### src/rtl/prio_ack_ctrl.sv
module prio_ack_ctrl #(
  parameter int NCH     = 4,
  parameter int CHIP_ID = 5,
  parameter int LVLW    = 8,
  localparam int CHW    = (NCH > 1) ? $clog2(NCH) : 1
) (
  input  logic                  clk,
  input  logic                  rst_n,
  input  logic [NCH-1:0]        req_rx,
  input  logic [NCH-1:0]        req_tx,
  input  logic [NCH-1:0]        req_par,
  input  logic [NCH-1:0]        req_mdm,
  input  logic                  ack_rd,
  input  logic [3:0]            ack_sel,
  output logic [7:0]            ack_vec,
  output logic [3:0]            srq,
  input  logic                  cpu_rd,
  input  logic                  cpu_wr,
  input  logic [3:0]            cpu_addr,
  input  logic [7:0]            cpu_wdata,
  output logic [7:0]            cpu_rdata,
  input  logic [NCH*LVLW-1:0]   rx_lvl,
  input  logic [7:0]            rx_fifo_data,
  output logic                  rx_pop,
  output logic [CHW-1:0]        rx_pop_ch
);

  logic [3:0][NCH-1:0] rq;
  logic [4:0]          lvec [NCH];
  logic                act;
  logic [1:0]          ctype;
  logic [CHW-1:0]      cch;
  logic                win;
  logic [1:0]          wt;
  logic [CHW-1:0]      wc;
  logic                ack_hit, sw_ent, eos;
  logic [7:0]          rd_mux;

  assign rq = {req_mdm, req_par, req_tx, req_rx};

  function automatic logic [CHW-1:0] low_idx(input logic [NCH-1:0] v);
    low_idx = '0;
    for (int i = NCH-1; i >= 0; i--)
      if (v[i]) low_idx = CHW'(i);
  endfunction

  always_comb begin
    win = 1'b0;
    wt  = 2'd0;
    wc  = '0;
    for (int t = 3; t >= 0; t--)
      if (ack_sel[t] && |rq[t]) begin
        win = 1'b1;
        wt  = 2'(t);
        wc  = low_idx(rq[t]);
      end
  end

  always_comb
    for (int t = 0; t < 4; t++)
      srq[t] = |rq[t] && !(act && ctype == 2'(t));

  assign ack_hit   = ack_rd && !act && win;
  assign sw_ent    = cpu_wr && cpu_addr == 4'd4 && !act;
  assign eos       = cpu_wr && cpu_addr == 4'd3;
  assign rx_pop    = cpu_rd && cpu_addr == 4'd2 && act && ctype == 2'd0;
  assign rx_pop_ch = cch;

  always_comb begin
    rd_mux = 8'h00;
    case (cpu_addr)
      4'd0: rd_mux = act ? {1'b1, 1'b0, ctype, 1'b0, 3'(cch)} : 8'h00;
      4'd1: rd_mux = act ? 8'(rx_lvl[cch*LVLW +: LVLW]) : 8'h00;
      4'd2: rd_mux = rx_pop ? rx_fifo_data : 8'h00;
      4'd5: rd_mux = (act && ctype == 2'd0) ? {5'b10000, 3'(cch)} : 8'h00;
      4'd6: rd_mux = (act && ctype == 2'd1) ? {5'b10000, 3'(cch)} : 8'h00;
      4'd7: rd_mux = (act && ctype == 2'd3) ? {5'b10000, 3'(cch)} : 8'h00;
      default: ;
    endcase
    for (int i = 0; i < NCH; i++)
      if (cpu_addr == 4'(8 + i)) rd_mux = {3'b000, lvec[i]};
  end

  always_ff @(posedge clk or negedge rst_n) begin
    if (!rst_n) begin
      act       <= 1'b0;
      ctype     <= 2'd0;
      cch       <= '0;
      ack_vec   <= 8'h00;
      cpu_rdata <= 8'h00;
      for (int i = 0; i < NCH; i++) lvec[i] <= 5'((CHIP_ID << CHW) + i);
    end else begin
      ack_vec   <= ack_hit ? {lvec[wc], 1'b1, wt} : 8'h00;
      cpu_rdata <= cpu_rd ? rd_mux : 8'h00;
      if (ack_hit) begin
        act   <= 1'b1;
        ctype <= wt;
        cch   <= wc;
      end else if (sw_ent) begin
        act   <= 1'b1;
        ctype <= cpu_wdata[7:6];
        cch   <= cpu_wdata[CHW-1:0];
      end else if (eos) begin
        act   <= 1'b0;
      end
      for (int i = 0; i < NCH; i++)
        if (cpu_wr && cpu_addr == 4'(8 + i)) lvec[i] <= cpu_wdata[4:0];
    end
  end

endmodule

### config.mk
export PLATFORM = sky130hd
export DESIGN_NAME = prio_ack_ctrl
export DESIGN_NICKNAME = d
export VERILOG_FILES = /design/src/rtl/prio_ack_ctrl.sv
export SDC_FILE = /design/constraint.sdc
export NUM_CORES = 1
export LEC_CHECK = 0
export BUFFER_PORTS_ARGS = -buffer_cell sky130_fd_sc_hd__buf_2
export CAP_MARGIN = 5
export CORE_ASPECT_RATIO = 1.75
export CORE_MARGIN = 3
export CORE_UTILIZATION = 50
export DETAILED_ROUTE_END_ITERATION = 8
export GPL_TIMING_DRIVEN = 0
export PLACE_DENSITY = 0.82
export SKIP_LAST_GASP = 1
export SLEW_MARGIN = 15
export SYNTH_ARGS = -nofsm -noshare
export SYNTH_HDL_FRONTEND = slang
export SYNTH_SLANG_ARGS = --single-unit
### constraint.sdc
create_clock -name clk -period 3.4 [get_ports clk]
set_input_delay 0.34 -clock clk [delete_from_list [all_inputs] [get_ports clk]]
set_output_delay 0.34 -clock clk [all_outputs]
set_load 0.1 [all_outputs]
==> results of run 1 <==
==> worst min-delay path by stage <==
stage                    to     start  slack [ns]
2_1_floorplan    ack_vec[0]     rst_n        0.04
6_report         ack_vec[6]     rst_n        0.17
3_3_place_gp       lvec[15]  lvec[15]        0.49
5_1_grt          ack_vec[2]     rst_n        0.24
3_5_place_dp       lvec[16]  lvec[16]        0.50
4_1_cts        rx_pop_ch[1]     rst_n        0.19
==> logic make-up after synthesis <==
family / after synthesis
AO/OA/AOI/OAI: 71
AND/OR/NAND/NOR: 56
multiplexers: 43
flip-flops: 41
buffers and inverters: 21
XOR/XNOR: 1
==> where the power goes <==
part	internal [mW]	switching, mW	total (mW)	leakage [nW]
clock	0.142	0.165	0.307	0.0450
sequential	0.615	0.0618	0.676	0.506
combinational	0.306	0.661	0.967	0.915
==> stage by stage <==
| stage | utilization (%) | instance area [µm²] |
|---|---|---|
| 2_1_floorplan | - | 2530 |
| 3_3_place_gp | 64.2 | 3080 |
| 3_5_place_dp | 64.2 | 3080 |
| 4_1_cts | 65.9 | 3160 |
| 5_1_grt | 65.9 | 3160 |
| 6_report | 65.9 | 3160 |
==> final cells by class <==
class | instances | area (µm²) | share of cell area (%)
Timing Repair Buffer | 96 | 480 | 15.2
Clock inverter | 2 | 10.0 | 0.317
Inverter | 8 | 32.5 | 1.03
Buffer | 13 | 65.1 | 2.06
Multi-Input combinational cell | 171 | 1390 | 44.1
Clock buffer | 6 | 72.6 | 2.30
Tap cell | 52 | 65.1 | 2.06
Sequential cell | 41 | 1040 | 33.0
==> registers in the layout (all words and copies together) (netlist names) <==
name / flops
ack_vec: 8
ctype: 2
act: 1
cpu_rdata: 8
rx_pop_ch: 2
lvec: 20
==> critical path, cell delays in order (launching register included) <==
cell and delay, ns:
dfrtp_1 0.33, buf_2 0.19, nor3b_2 0.28, and4_1 0.21
buf_2 0.21, buf_2 0.46
==> routing by layer <==
layer	wire length, µm	share of wire [%]
met5	0	0
met4	301	4.1
met3	439	6.0
met2	4200	57
met1	2410	33
==> synth_stat cells (6+ instances only) <==
cell      count
dfrtp_1      29
mux2_2       17
nand2_1      14
mux2i_1      13
nor2_1       13
o21ai_0      13
a21oi_1      12
dfstp_2      12
a22oi_1       8
mux4_2        8
clkbuf_1      7
a31oi_1       6
inv_1         6
o22ai_1       6
==> flow_summary_export.csv, run 1 <==
group,metric,value,unit
critical_path,cp_data_arrival_time,1.97,ns
synth,synth.largest_area_cell,"dfrtp_1",
final_layout,insertedDiodeCount,0,
route,route.detailed.drc,0,
sta,whs,0.172,ns
clock_network,htree_levels,2,
critical_path,r2r-start,"act",
route,drt_wl_total,7350,µm
run,drv_cap,0,
clock_network,cts_resized,0,
run_status,status,"complete, no violations",
synth,synth_compound_area_share,19.9,%
final_layout,final_cells,389,
critical_path,crit_path_end,"rx_pop",
critical_path,rrSetupSlack,1.29,ns
synth,async_reset_ff_share,100,%
grt,grt_pass1_vias,2566,
floorplanning,fp.dieW,59.8,µm
clock_network,cts_tree,"yes",
pwr,peakVddDrop,0.699,mV
clock_network,max-clock-path-buffers,2,
synth,synthSimpleGateAreaFrac,12.7,%
synth,synthCells,233,
grt,grt_max_degree,42,
synth,synth-seq-cells,41,
synth,synth-warning-count,0,
place,io_buffers,96,
floorplanning,core,4790,µm²
synth,synth_top_family_by_area,"multiplexers",
final_layout,mostFrequentLayoutCell,"buf_2",
grt,grt_use_met3,4.89,%
synth,synthMuxAreaShare,22.1,%
floorplanning,die_area,5980,µm²
pwr,total_power,1.95,mW
sta,finalHoldViolCount,0,
synth,synth_top_area_share,28.7,%
sta,max_freq,433,MHz
clock_network,cts_hold_buf,0,
synth,avgSynthCellArea,10.9,µm²
pwr,powerDensity,618,nW/µm²
clock_network,post_cts_buffers,0,
route,firstDrtPassIters,5,
synth,ys_types,55,
sta,post-route-period-util,68.0,%
sta,slew-limit-headroom,39.9,%
sta,tightest_slew,0.902,ns
critical_path,worstSetupStartpointType,"flip-flop",
sta,setup_ws,1.09,ns
grt,grt_use_met2,46.9,%
hold_path,min_path_type,"in2async",
final_layout,drive_gt1_share,47.2,%
floorplanning,start_util,52.8,%
sta,skew,0.00723,ns
synth,ys_top_cells_by_area,"dfrtp_1, dfstp_2, mux2_2",
floorplanning,row_count,33,
critical_path,r2r_cells,7,
critical_path,crit_start,"act",
route,num_vias,2416,
grt,overflow,0,
synth,synth.cell_area,2530,µm²
place,dp_cells,381,
final_layout,syn_to_final_growth,24.8,%
place,gp_congestion,0.890,
route,routed_via_density,6.21,
floorplanning,io_pins,100,
route,ant_nets,0,
clock_network,root_buffer,"clkbuf_8",
critical_path,path_max_fanout,10,
place,hpwl,5720,µm
critical_path,worstReg2RegEnd,"cpu_rdata[3]",
route,drt-wirelength-per-cell,18.9,µm
pwr,cellLeakagePower,1.47,nW
route,drt_iter0_drc,136,
clock_network,numClockSinks,41,
grt,grt_usage,25.6,%
sta,setup_viol,0,
grt,grt_pass1_wl,11700,µm
critical_path,crit_required,3.06,ns
synth,synth_flop_cell,"dfrtp_1",
synth,syn_nets,310,
final_layout,nNetsFinal,413,
synth,synth_enable_flop_cells,0,
clock_network,path_clk_slew,0.08,ns
critical_path,cp-end-kind,"primary output",
final_layout,final_cell_mix,"buf_2, dfrtp_1, mux2_2",
floorplanning,fp.dieH,100,µm
grt,busiest_layer,"met2",
sta,drv_slew,0,
synth,synth_xor_area_share,0.346,%
sta,finalSetupTns,0,ns
sta,finalCriticalPeriod,2.31,ns
synth,synthAdderAreaFrac,0,%
place,preCtsSetupSlack,1.25,ns
clock_network,cts-buffers-inserted,5,
grt,antenna_found_initial,0,
final_layout,filler_cell_count,412,
grt,grtUsageMet1,26.5,%
critical_path,worstSetupPathType,"reg2out",
clock_network,clkLatencyLatePin,0.30,ns
sta,rsz0062_at_grt,"false",
synth,ys_seq_area_share,41.1,%
(Power assumes the default switching activity.)
==> run 2, diff against run 1 <==
--- a/config.mk
+++ b/config.mk
@@ -9,10 +9,10 @@
 export CAP_MARGIN = 5
 export CORE_ASPECT_RATIO = 1.75
 export CORE_MARGIN = 3
-export CORE_UTILIZATION = 50
+export CORE_UTILIZATION = 44
 export DETAILED_ROUTE_END_ITERATION = 8
 export GPL_TIMING_DRIVEN = 0
-export PLACE_DENSITY = 0.82
+export PLACE_DENSITY = 0.76
 export SKIP_LAST_GASP = 1
 export SLEW_MARGIN = 15
 export SYNTH_ARGS = -nofsm -noshare
==> constraint.sdc (replaced) <==
create_clock -name clk -period 1.9 [get_ports clk]
set_input_delay 0.19 -clock clk [delete_from_list [all_inputs] [get_ports clk]]
set_output_delay 0.19 -clock clk [all_outputs]
set_load 0.1 [all_outputs]
==> run 2 against run 1 <==
The run now ends with negative hold slack left. Wire length fell by 0.35%. Combinational power rose by 76%. First-iteration DRC count fell by 44%. Clock power rose by 130%. Core utilization fell by 5.2 points. Non-clock buffer count did not move. Cell count rose by 5.7%. Die area rose by 13%. Sequential power rose by 95%. Critical path type unchanged.
==> flow_summary_export.csv, run 2 (synthesis results as in run 1) <==
group,metric,value,unit
run_status,status,"finished, violations left",
run_status,violations,"negative hold slack",
critical_path,worstSetupPathType,"reg2out",
critical_path,cp_cell_sequence,"buf_4, nor3b_4, and4_1, buf_6, buf_12",
sta,setup_viol,0,
grt,overflow,0,
critical_path,cp-end-kind,"primary output",
clock_network,root_buffer,"clkbuf_8",
critical_path,crit_required,1.71,ns
final_layout,insertedDiodeCount,0,
critical_path,path_max_fanout,10,
final_layout,mostFrequentLayoutCell,"buf_2",
sta,skew,0.00923,ns
critical_path,worstSetupStartpointType,"flip-flop",
sta,rsz0062_at_grt,"false",
route,num_vias,2355,
floorplanning,fp.dieH,106,µm
floorplanning,io_pins,100,
final_layout,drive_gt1_share,50.1,%
final_layout,final_cell_mix,"buf_2, dfrtp_1, mux2_2",
floorplanning,start_util,46.6,%
critical_path,r2r-start,"rx_pop_ch[0]",
clock_network,cts-buffers-inserted,5,
route,firstDrtPassIters,4,
final_layout,largest_reg_flops,20,
floorplanning,row_count,35,
place,hpwl,5670,µm
final_layout,nNetsFinal,413,
final_layout,top_regs,"lvec (20), ack_vec (8), cpu_rdata (8)",
final_layout,regMostFlops,"lvec",
critical_path,cp_num_buf_inv,3,
critical_path,path_delay_family,"buffers and inverters",
pwr,cellLeakagePower,1.50,nW
place,dp_cells,403,
sta,max_freq,553,MHz
clock_network,path_clk_slew,0.08,ns
final_layout,final_cells,411,
critical_path,rrSetupSlack,0.10,ns
route,drt_iter0_drc,76,
grt,grt_max_degree,42,
floorplanning,die_area,6730,µm²
sta,drv_slew,0,
hold_path,min_path_type,"in2async",
clock_network,htree_levels,2,
pwr,powerDensity,1130,nW/µm²
sta,post-route-period-util,95.2,%
place,io_buffers,96,
route,drt_wl_total,7320,µm
clock_network,numClockSinks,41,
route,drt-wirelength-per-cell,17.8,µm
pwr,peakVddDrop,0.605,mV
sta,slew-limit-headroom,41.5,%
route,route.detailed.drc,0,
floorplanning,fp.dieW,63.3,µm
sta,finalCriticalPeriod,1.81,ns
grt,antenna_found_initial,0,
critical_path,cp_data_arrival_time,1.62,ns
sta,finalHoldViolCount,3,
route,routed_via_density,5.73,
final_layout,syn_to_final_growth,30.5,%
clock_network,clkLatencyLatePin,0.30,ns
floorplanning,core,5430,µm²
critical_path,crit_path_top_delay_cell,"dfrtp_1",
sta,setup_ws,0.0911,ns
critical_path,crit_path_max_incr_delay,0.32,ns
route,ant_nets,0,
clock_network,max-clock-path-buffers,2,
clock_network,cts_tree,"yes",
place,gp_congestion,0.946,
grt,grt_usage,21.7,%
grt,grt_pass1_vias,2394,
critical_path,crit_start,"act",
run,drv_cap,0,
sta,tightest_slew,0.878,ns
place,preCtsSetupSlack,-0.197,ns
sta,whs,-0.00224,ns
grt,grt_pass1_wl,11400,µm
[run 2: changes by cell type in the layout (fill, tap and decap cells not counted), sizes merged]
| cell | before | now |
|---|---|---|
| bufinv | 0 | 1 |
| clkbuf | 13 | 10 |
| buf | 102 | 105 |
| clkinv | 2 | 1 |
[run 2: timing repair]
item | CTS | global route
pin swaps | 0 | 1
hold buffers | 0 | 0
setup endpoints to repair | 5 | 3
buffers inserted | 2 | 1
resized for setup | 6 | 4
[run 2: final cells by class]
cell class / count / area, µm²
Timing Repair Buffer: 99 / 518
Clock buffer: 6 / 72.6
Buffer: 10 / 68.8
Sequential cell: 41 / 1050
Fill cell: 506 / 2130
Clock inverter: 2 / 38.8
Tap cell: 74 / 92.6
Inverter: 8 / 32.5
Multi-Input combinational cell: 171 / 1430
[run 2: per-stage QoR]
step / power, mW / hold WS, ns / util [%] / TNS [ns] / cell area (µm²)
final: 3.72 / -0.00224 / 60.8 / 0 / 3300
after CTS: 3.73 / 0.0407 / 60.4 / -0.00439 / 3280
after floorplan: 2.61 / -0.106 / - / -0.0560 / 2570
after global routing: 3.88 / 0.0767 / 60.8 / 0 / 3300
after detailed placement: 3.02 / 0.374 / 57.9 / -1.07 / 3140
after global placement: 2.99 / 0.352 / 57.9 / -0.987 / 3140
[run 2: path summary, 6_finish.rpt]
path	to	cells past startpoint
min	ack_vec[4]	1
max in group asynchronous	rx_pop_ch[0]	1
max	rx_pop	5
max reg2reg	cpu_rdata[4]	5
min in group clk	cpu_rdata[5]	3
min reg2reg	lvec[16]	1
[run 2: routing by layer]
| layer | track usage (%) | wire length [µm] |
|---|---|---|
| met1 | 22.5 | 2640 |
| met2 | 41.0 | 4140 |
| met3 | 2.96 | 319 |
| met4 | 11.6 | 227 |
| met5 | 0 | 0 |
[run 2: report_power, final]
group,switching (mW),total [mW],internal (mW),leakage [nW]
clock network,0.309,0.704,0.394,0.0554
logic,1.11,1.70,0.587,0.943
registers,0.209,1.32,1.11,0.503
total,1.63,3.72,2.09,1.50
